--- config.mk ---
export PLATFORM = sky130hd
export DESIGN_NAME = tagged_rx_fifo
export DESIGN_NICKNAME = d
export VERILOG_FILES = /design/src/rtl/rxfifo_pkg.sv /design/src/rtl/rxfifo_datapath.sv /design/src/rtl/rxfifo_ctrl.sv /design/src/rtl/tagged_rx_fifo.sv
export SDC_FILE = /design/constraint.sdc
export NUM_CORES = 1
export LEC_CHECK = 0
export ABC_AREA = 1
export BUFFER_PORTS_ARGS = -buffer_cell sky130_fd_sc_hd__buf_4
export CAP_MARGIN = 20
export CORE_UTILIZATION = 31
export DETAILED_ROUTE_END_ITERATION = 12
export PLACE_DENSITY = 0.46
export RECOVER_POWER = 25
export SLEW_MARGIN = 15
export SYNTH_ARGS = -nofsm -noshare
export SYNTH_HDL_FRONTEND = slang
export SYNTH_HIERARCHICAL = 1
export SYNTH_SLANG_ARGS = --single-unit
--- constraint.sdc ---
create_clock -name clk -period 2.5 [get_ports clk]
set_input_delay 0.125 -clock clk [delete_from_list [all_inputs] [get_ports clk]]
set_output_delay 0.125 -clock clk [all_outputs]
set_load 0.01 [all_outputs]
--- src/rtl/rxfifo_pkg.sv ---
package rxfifo_pkg;
  typedef struct packed {
    logic push;
    logic pop;
    logic loadCmd;
  } fifoStrobe_t;
endpackage

--- src/rtl/rxfifo_datapath.sv ---
module rxfifo_datapath
  import rxfifo_pkg::*;
#(
  parameter int DW    = 8,
  parameter int DEPTH = 16
) (
  input  logic          clk,
  input  logic          rstN,
  input  fifoStrobe_t   strobe,
  input  logic [DW-1:0] wrData,
  input  logic          wrTag,
  output logic [DW-1:0] headData,
  output logic          headTag,
  output logic [DW-1:0] cmdHold,
  output logic          full,
  output logic          empty
);
  localparam int AW = (DEPTH > 1) ? $clog2(DEPTH) : 1;
  localparam int CW = $clog2(DEPTH + 1);
  localparam logic [AW-1:0] LAST = AW'(DEPTH - 1);
  localparam logic [CW-1:0] FULLCNT = CW'(DEPTH);

  logic [DW:0]   mem [DEPTH];
  logic [AW-1:0] wrPtr, rdPtr;
  logic [CW-1:0] count;

  always_ff @(posedge clk) begin
    if (strobe.push) mem[wrPtr] <= {wrTag, wrData};
  end

  always_ff @(posedge clk or negedge rstN) begin
    if (!rstN) begin
      wrPtr <= '0;
      rdPtr <= '0;
      count <= '0;
    end else begin
      if (strobe.push) wrPtr <= (wrPtr == LAST) ? '0 : wrPtr + 1'b1;
      if (strobe.pop)  rdPtr <= (rdPtr == LAST) ? '0 : rdPtr + 1'b1;
      case ({strobe.push, strobe.pop})
        2'b10:   count <= count + 1'b1;
        2'b01:   count <= count - 1'b1;
        default: count <= count;
      endcase
    end
  end

  always_ff @(posedge clk or negedge rstN) begin
    if (!rstN) cmdHold <= '0;
    else if (strobe.loadCmd) cmdHold <= headData;
  end

  assign headData = mem[rdPtr][DW-1:0];
  assign headTag  = mem[rdPtr][DW];
  assign full     = (count == FULLCNT);
  assign empty    = (count == '0);

  AST_NO_PUSH_FULL: assert property (@(posedge clk) disable iff (!rstN)
    strobe.push |-> !full);
  AST_NO_POP_EMPTY: assert property (@(posedge clk) disable iff (!rstN)
    strobe.pop |-> !empty);
  AST_LOAD_ON_CMD: assert property (@(posedge clk) disable iff (!rstN)
    strobe.loadCmd |-> (headTag && !empty && !strobe.pop));
endmodule

--- src/rtl/rxfifo_ctrl.sv ---
module rxfifo_ctrl
  import rxfifo_pkg::*;
(
  input  logic        clk,
  input  logic        rstN,
  input  logic        hostWrEn,
  input  logic        hostWrCmd,
  input  logic        cpuRdEn,
  input  logic        dmaRdEn,
  input  logic        cmdRdEn,
  input  logic        dmaAssigned,
  input  logic        headTag,
  input  logic        full,
  input  logic        empty,
  output fifoStrobe_t strobe,
  output logic        dataReadable,
  output logic        cmdPending,
  output logic        dmaReq,
  output logic        svcIrq,
  output logic        overrun
);
  logic dataRead, cmdTake, irqFlag, dataArrive;

  assign dataReadable = !empty && !headTag;
  assign dataRead     = (cpuRdEn || dmaRdEn) && dataReadable;
  assign cmdTake      = cmdRdEn && cmdPending;
  assign dataArrive   = strobe.push && !hostWrCmd;

  always_comb begin
    strobe         = '0;
    strobe.push    = hostWrEn && !full;
    strobe.pop     = dataRead || cmdTake;
    strobe.loadCmd = !empty && headTag && !cmdPending;
  end

  always_ff @(posedge clk or negedge rstN) begin
    if (!rstN) begin
      cmdPending <= 1'b0;
      overrun    <= 1'b0;
      irqFlag    <= 1'b0;
    end else begin
      if (cmdTake)             cmdPending <= 1'b0;
      else if (strobe.loadCmd) cmdPending <= 1'b1;
      if (hostWrEn && full)    overrun <= 1'b1;
      if (dataArrive)          irqFlag <= 1'b1;
      else if (dataRead)       irqFlag <= 1'b0;
    end
  end

  assign dmaReq = dataReadable;
  assign svcIrq = irqFlag && !dmaAssigned;

  AST_OVR_STICKY: assert property (@(posedge clk) disable iff (!rstN)
    overrun |=> overrun);
  AST_PEND_AT_HEAD: assert property (@(posedge clk) disable iff (!rstN)
    cmdPending |-> (!empty && headTag));
  AST_DMA_CLEARS: assert property (@(posedge clk) disable iff (!rstN)
    (dmaRdEn && dataReadable && !dataArrive) |=> !irqFlag);
  AST_IRQ_MASKED: assert property (@(posedge clk) disable iff (!rstN)
    dmaAssigned |-> !svcIrq);
endmodule

--- src/rtl/tagged_rx_fifo.sv ---
module tagged_rx_fifo
  import rxfifo_pkg::*;
#(
  parameter int DW    = 8,
  parameter int DEPTH = 16
) (
  input  logic          clk,
  input  logic          rstN,
  input  logic          hostWrEn,
  input  logic [DW-1:0] hostWrData,
  input  logic          hostWrCmd,
  input  logic          cpuRdEn,
  input  logic          dmaRdEn,
  input  logic          cmdRdEn,
  input  logic          dmaAssigned,
  output logic [DW-1:0] rdData,
  output logic [DW-1:0] cmdHold,
  output logic          cmdPending,
  output logic          dmaReq,
  output logic          svcIrq,
  output logic          full,
  output logic          empty,
  output logic          overrun
);
  fifoStrobe_t   strobe;
  logic [DW-1:0] headData;
  logic          headTag, dataReadable;

  rxfifo_ctrl u_ctrl (
    .clk(clk), .rstN(rstN), .hostWrEn(hostWrEn), .hostWrCmd(hostWrCmd),
    .cpuRdEn(cpuRdEn), .dmaRdEn(dmaRdEn), .cmdRdEn(cmdRdEn),
    .dmaAssigned(dmaAssigned), .headTag(headTag), .full(full), .empty(empty),
    .strobe(strobe), .dataReadable(dataReadable), .cmdPending(cmdPending),
    .dmaReq(dmaReq), .svcIrq(svcIrq), .overrun(overrun)
  );

  rxfifo_datapath #(.DW(DW), .DEPTH(DEPTH)) u_dp (
    .clk(clk), .rstN(rstN), .strobe(strobe), .wrData(hostWrData),
    .wrTag(hostWrCmd), .headData(headData), .headTag(headTag),
    .cmdHold(cmdHold), .full(full), .empty(empty)
  );

  assign rdData = dataReadable ? headData : '1;

  AST_FF_ON_PARK: assert property (@(posedge clk) disable iff (!rstN)
    cmdPending |-> (rdData == '1 && !dmaReq));
  AST_FF_ON_EMPTY: assert property (@(posedge clk) disable iff (!rstN)
    empty |-> (rdData == '1 && !dmaReq));
  AST_FULL_NOT_EMPTY: assert property (@(posedge clk) disable iff (!rstN)
    !(full && empty));
endmodule

==> run metrics <==
power share of the clock group=between 20% and 30%; Internal=a little under 7 mW; vias in the first global route=about 5000; top cells by count, synth=nand2_1, inv_1, edfxtp_1; initial antenna violation count=0; Post-synth EDFFs=~140; Worst path slowest cell=dfrtp_2; worst hold path type=in2reg; most common cell in the netlist=nand2_1; Final setup viols=1; Simple-Gate Fraction of Synth Area=21.15%; Initial Utilization=about a third; CORE AREA=around 0.024 sq mm; Hold Vio Cnt, Final=0; Post-Route WL=18.44 mm; clk root buf=clkbuf_16; 1st-iter DRT viols=around 330; crit path cell chain=buf_6 > o21ai_2 > o211ai_1 > nand3_1 > nand3_2 > nor2_2 > nand2_2 > nand2_4 > ha_4 > xor2_2 > ha_2 > inv_2 > nand2_2 > nand3_2 > nand2_1 > xor2_1 > nand2_1 > nand2_1; Synth area leader=edfxtp_1; RSZ-0062 raised after global routing=true; CTS tree=built; DIE AREA=between 0.02 and 0.03 sq mm; Crit Reg-Reg Startpoint=u_dp/rdPtr[0]$_DFFE_PN0P_; Final Util=roughly 38%; drt wl/cell=between 15 and 20 um; Synth Register Bits=168; TritonCTS buffer count=17; Max-cap violations=0; synthesized cell area=0.007639 sq mm; CP Launch Type=flip-flop; syn_nets=813; multiplexer share of the synthesized area=0%; Most used DFF post-synth=edfxtp_1; dpl hpwl=roughly 12 mm; Die X=between 150 and 200 um; Worst-path clk slew=approximately 60 ps; highest clock rate=roughly 400 MHz; status=complete, but fails checks; std cell rows=between 50 and 60; crit-path leading delay family=simple AND/OR/NAND/NOR gates; Gate power share=approximately 43%; clk_lat worst skew=around 420 ps; Pleak=~4.1 nW; minimum hold slack=55.57 ps; Clock Path Buffers=2; sequential power share=approximately a third; Sw Share=38.21%; Layout Nets=roughly 890; Least-Margin Pin Slew=1102 ps; XOR/XNOR Fraction of Synth Area=0.5733%; Area contributors post-synth=edfxtp_1, nand2_1, dfrtp_1; PortBufs=37; Worst VDD drop=roughly 0.54 mV; pre-CTS setup slack=-66.62 ps; drt pass-1 iters=4; Worst slew margin=about a quarter; switching power total=roughly 4.2 mW; Synth async-reset ratio=around 14%; GR Util All Layers=~15%; Worst path max stage delay=480 ps; R2R depth=18; crit share post-route=100.2%; ANT nets after route=0; Hold Path Depth=1; Cells after Synth=about 790; I/O Pins=38; register-to-register setup slack=-6 ps; synth warn=6; pwr dens=1211 mW/mm^2; Buf/Inv on CP=2; register area share after synthesis=between 60 and 70%; Yosys top cell area share=~57%; Setup CP Type=reg2reg; Sink Count=approximately 170; Hold EP=u_dp/mem[10][2]$_DFFE_PP_; Crit Path Max Fanout=6; Area Overhead vs Synth=19.59%; critical path arrival=approximately 2900 ps; Netlist cell types=26; failing checks=negative setup slack; total congestion overflow=0; ANT cells=0; post-synthesis compound-gate area fraction=1.851%; ratio of cells with drive above 1 in the final layout=about 14%; first-pass GRT wire length=about 29 mm; CP most frequent cell=nand2_1; clk_skew=between 15 and 20 ps; crit path time final=approximately 2500 ps; DIE HEIGHT=approximately 160 um; Fillers=approximately 2500; PnR Total Power=between 10 and 15 mW; CP Capture Type=flip-flop; Cells after DPL=about 1200; RePlAce Congestion=0.7829; CP required=around 2900 ps; Post-route DRC=0; Synth Area in Adders=around 1.5%; worst setup margin=-5.963 ps; Final Non-Filler Cells=approximately 1200; H-tree depth=4; Vias/cell=around 4.3; Vias=~5200; Slew Limit Fails=0; main combinational cell family by area after synthesis=simple AND/OR/NAND/NOR gates; Worst R2R End=u_dp/count[4]$_DFFE_PN0P_; Avg Cell Area, Syn=a little under 10 sq um; largest net degree at the start of global routing=43; HP Start=hostWrData[2]
[cells in the final DEF, fill, tap and decap left out, types with 3 or more instances in the layout]
master and n:
nand2_1 265, dfrtp_1 22, nor2_2 4, xor2_1 3
bufinv_16 3, clkbuf_16 17, nand3_1 90, buf_6 3
clkbuf_1 8, inv_1 151, o21ai_0 9, o22ai_1 3
clkinv_2 4, dlygate4sd3_1 3, clkinv_1 5, edfxtp_1 144
ha_1 7, buf_4 72, nor2_1 27, o21ai_1 6
[final cells by class]
class                           count  area (sq um)  share of cell area, %
Sequential cell                   168          4927                  53.94
Multi-Input combinational cell    435          1986                  21.74
Tap cell                          324         405.4                  4.438
Clock buffer                       18         429.2                  4.698
Clock inverter                     14         155.1                  1.698
Inverter                          156         588.1                  6.437
Timing Repair Buffer               86         644.4                  7.054
[worst register-to-register path: stages, from the launching register on]
cell and delay (ps):
dfrtp_2 480, buf_6 160, o21ai_2 110, o211ai_1 100, nand3_1 90, nand3_2 100, nor2_2 150, nand2_2 90
nand2_4 80, ha_4 180, xor2_2 180, ha_2 200, inv_2 30, nand2_2 70, nand3_2 70, nand2_1 80
xor2_1 140, nand2_1 60, nand2_1 70
[stage by stage]
stage,TNS [ps],instance area (sq um)
after floorplan,-41.24,7680
after global placement,-23.50,8389
after detailed placement,-66.62,8426
after CTS,0,9079
after global routing,-454.4,9135
final,-5.963,9135
[how the worst max path moves through the flow]
| stage | startpoint | to | cells past startpoint |
|---|---|---|---|
| 2_1_floorplan | u_dp/rdPtr[0]$_DFFE_PN0P_ | u_dp/count[4]$_DFFE_PN0P_ | 21 |
| 3_3_place_gp | u_dp/rdPtr[0]$_DFFE_PN0P_ | u_dp/count[4]$_DFFE_PN0P_ | 18 |
| 3_5_place_dp | u_dp/rdPtr[0]$_DFFE_PN0P_ | u_dp/count[4]$_DFFE_PN0P_ | 18 |
| 4_1_cts | u_dp/count[2]$_DFFE_PN0P_ | u_dp/count[4]$_DFFE_PN0P_ | 15 |
| 5_1_grt | u_dp/rdPtr[0]$_DFFE_PN0P_ | u_dp/count[4]$_DFFE_PN0P_ | 18 |
| 6_report | u_dp/rdPtr[0]$_DFFE_PN0P_ | u_dp/count[4]$_DFFE_PN0P_ | 18 |
[power groups by stage]
stage | Clock [mW] | Combinational (mW) | Sequential, mW
2_1_floorplan | 0 | 2.94 | 3.73
3_3_place_gp | 0 | 4.48 | 3.77
3_5_place_dp | 0 | 4.49 | 3.77
4_1_cts | 2.69 | 4.60 | 3.69
5_1_grt | 2.80 | 5.31 | 3.74
6_report | 2.63 | 4.73 | 3.70
[sequential cells by signal, indices dropped and copies added (netlist names)]
name / cells
u_dp/wrPtr: 4
u_dp/rdPtr: 4
u_ctrl/overrun: 1
u_dp/mem: 144
u_dp/cmdHold: 8
u_dp/count: 5
u_ctrl/cmdPending: 1
u_ctrl/irqFlag: 1
[repair_timing]
action                     CTS  global route
pin swaps                    0            13
hold buffers                 3             0
resized for setup            3            16
hold endpoints to repair    26             0
buffers inserted             4             5
setup endpoints to repair    3             9
[routing by layer]
layer | global-route usage, % | wire length, um
met1 | 20.45 | 8969
met2 | 25.08 | 8775
met3 | 3.152 | 536
met4 | 3.934 | 158
met5 | 0 | 0
[logic make-up (layout without fill, tap and decap cells)]
| group | count (synthesis) | in the layout |
|---|---|---|
| AO/OA/AOI/OAI | 25 | 25 |
| XOR/XNOR | 5 | 5 |
| buffers and inverters | 185 | 274 |
| adder cells (fa/ha/maj) | 9 | 9 |
| AND/OR/NAND/NOR | 396 | 396 |
| flip-flops | 168 | 168 |
(Power assumes the default switching activity.)
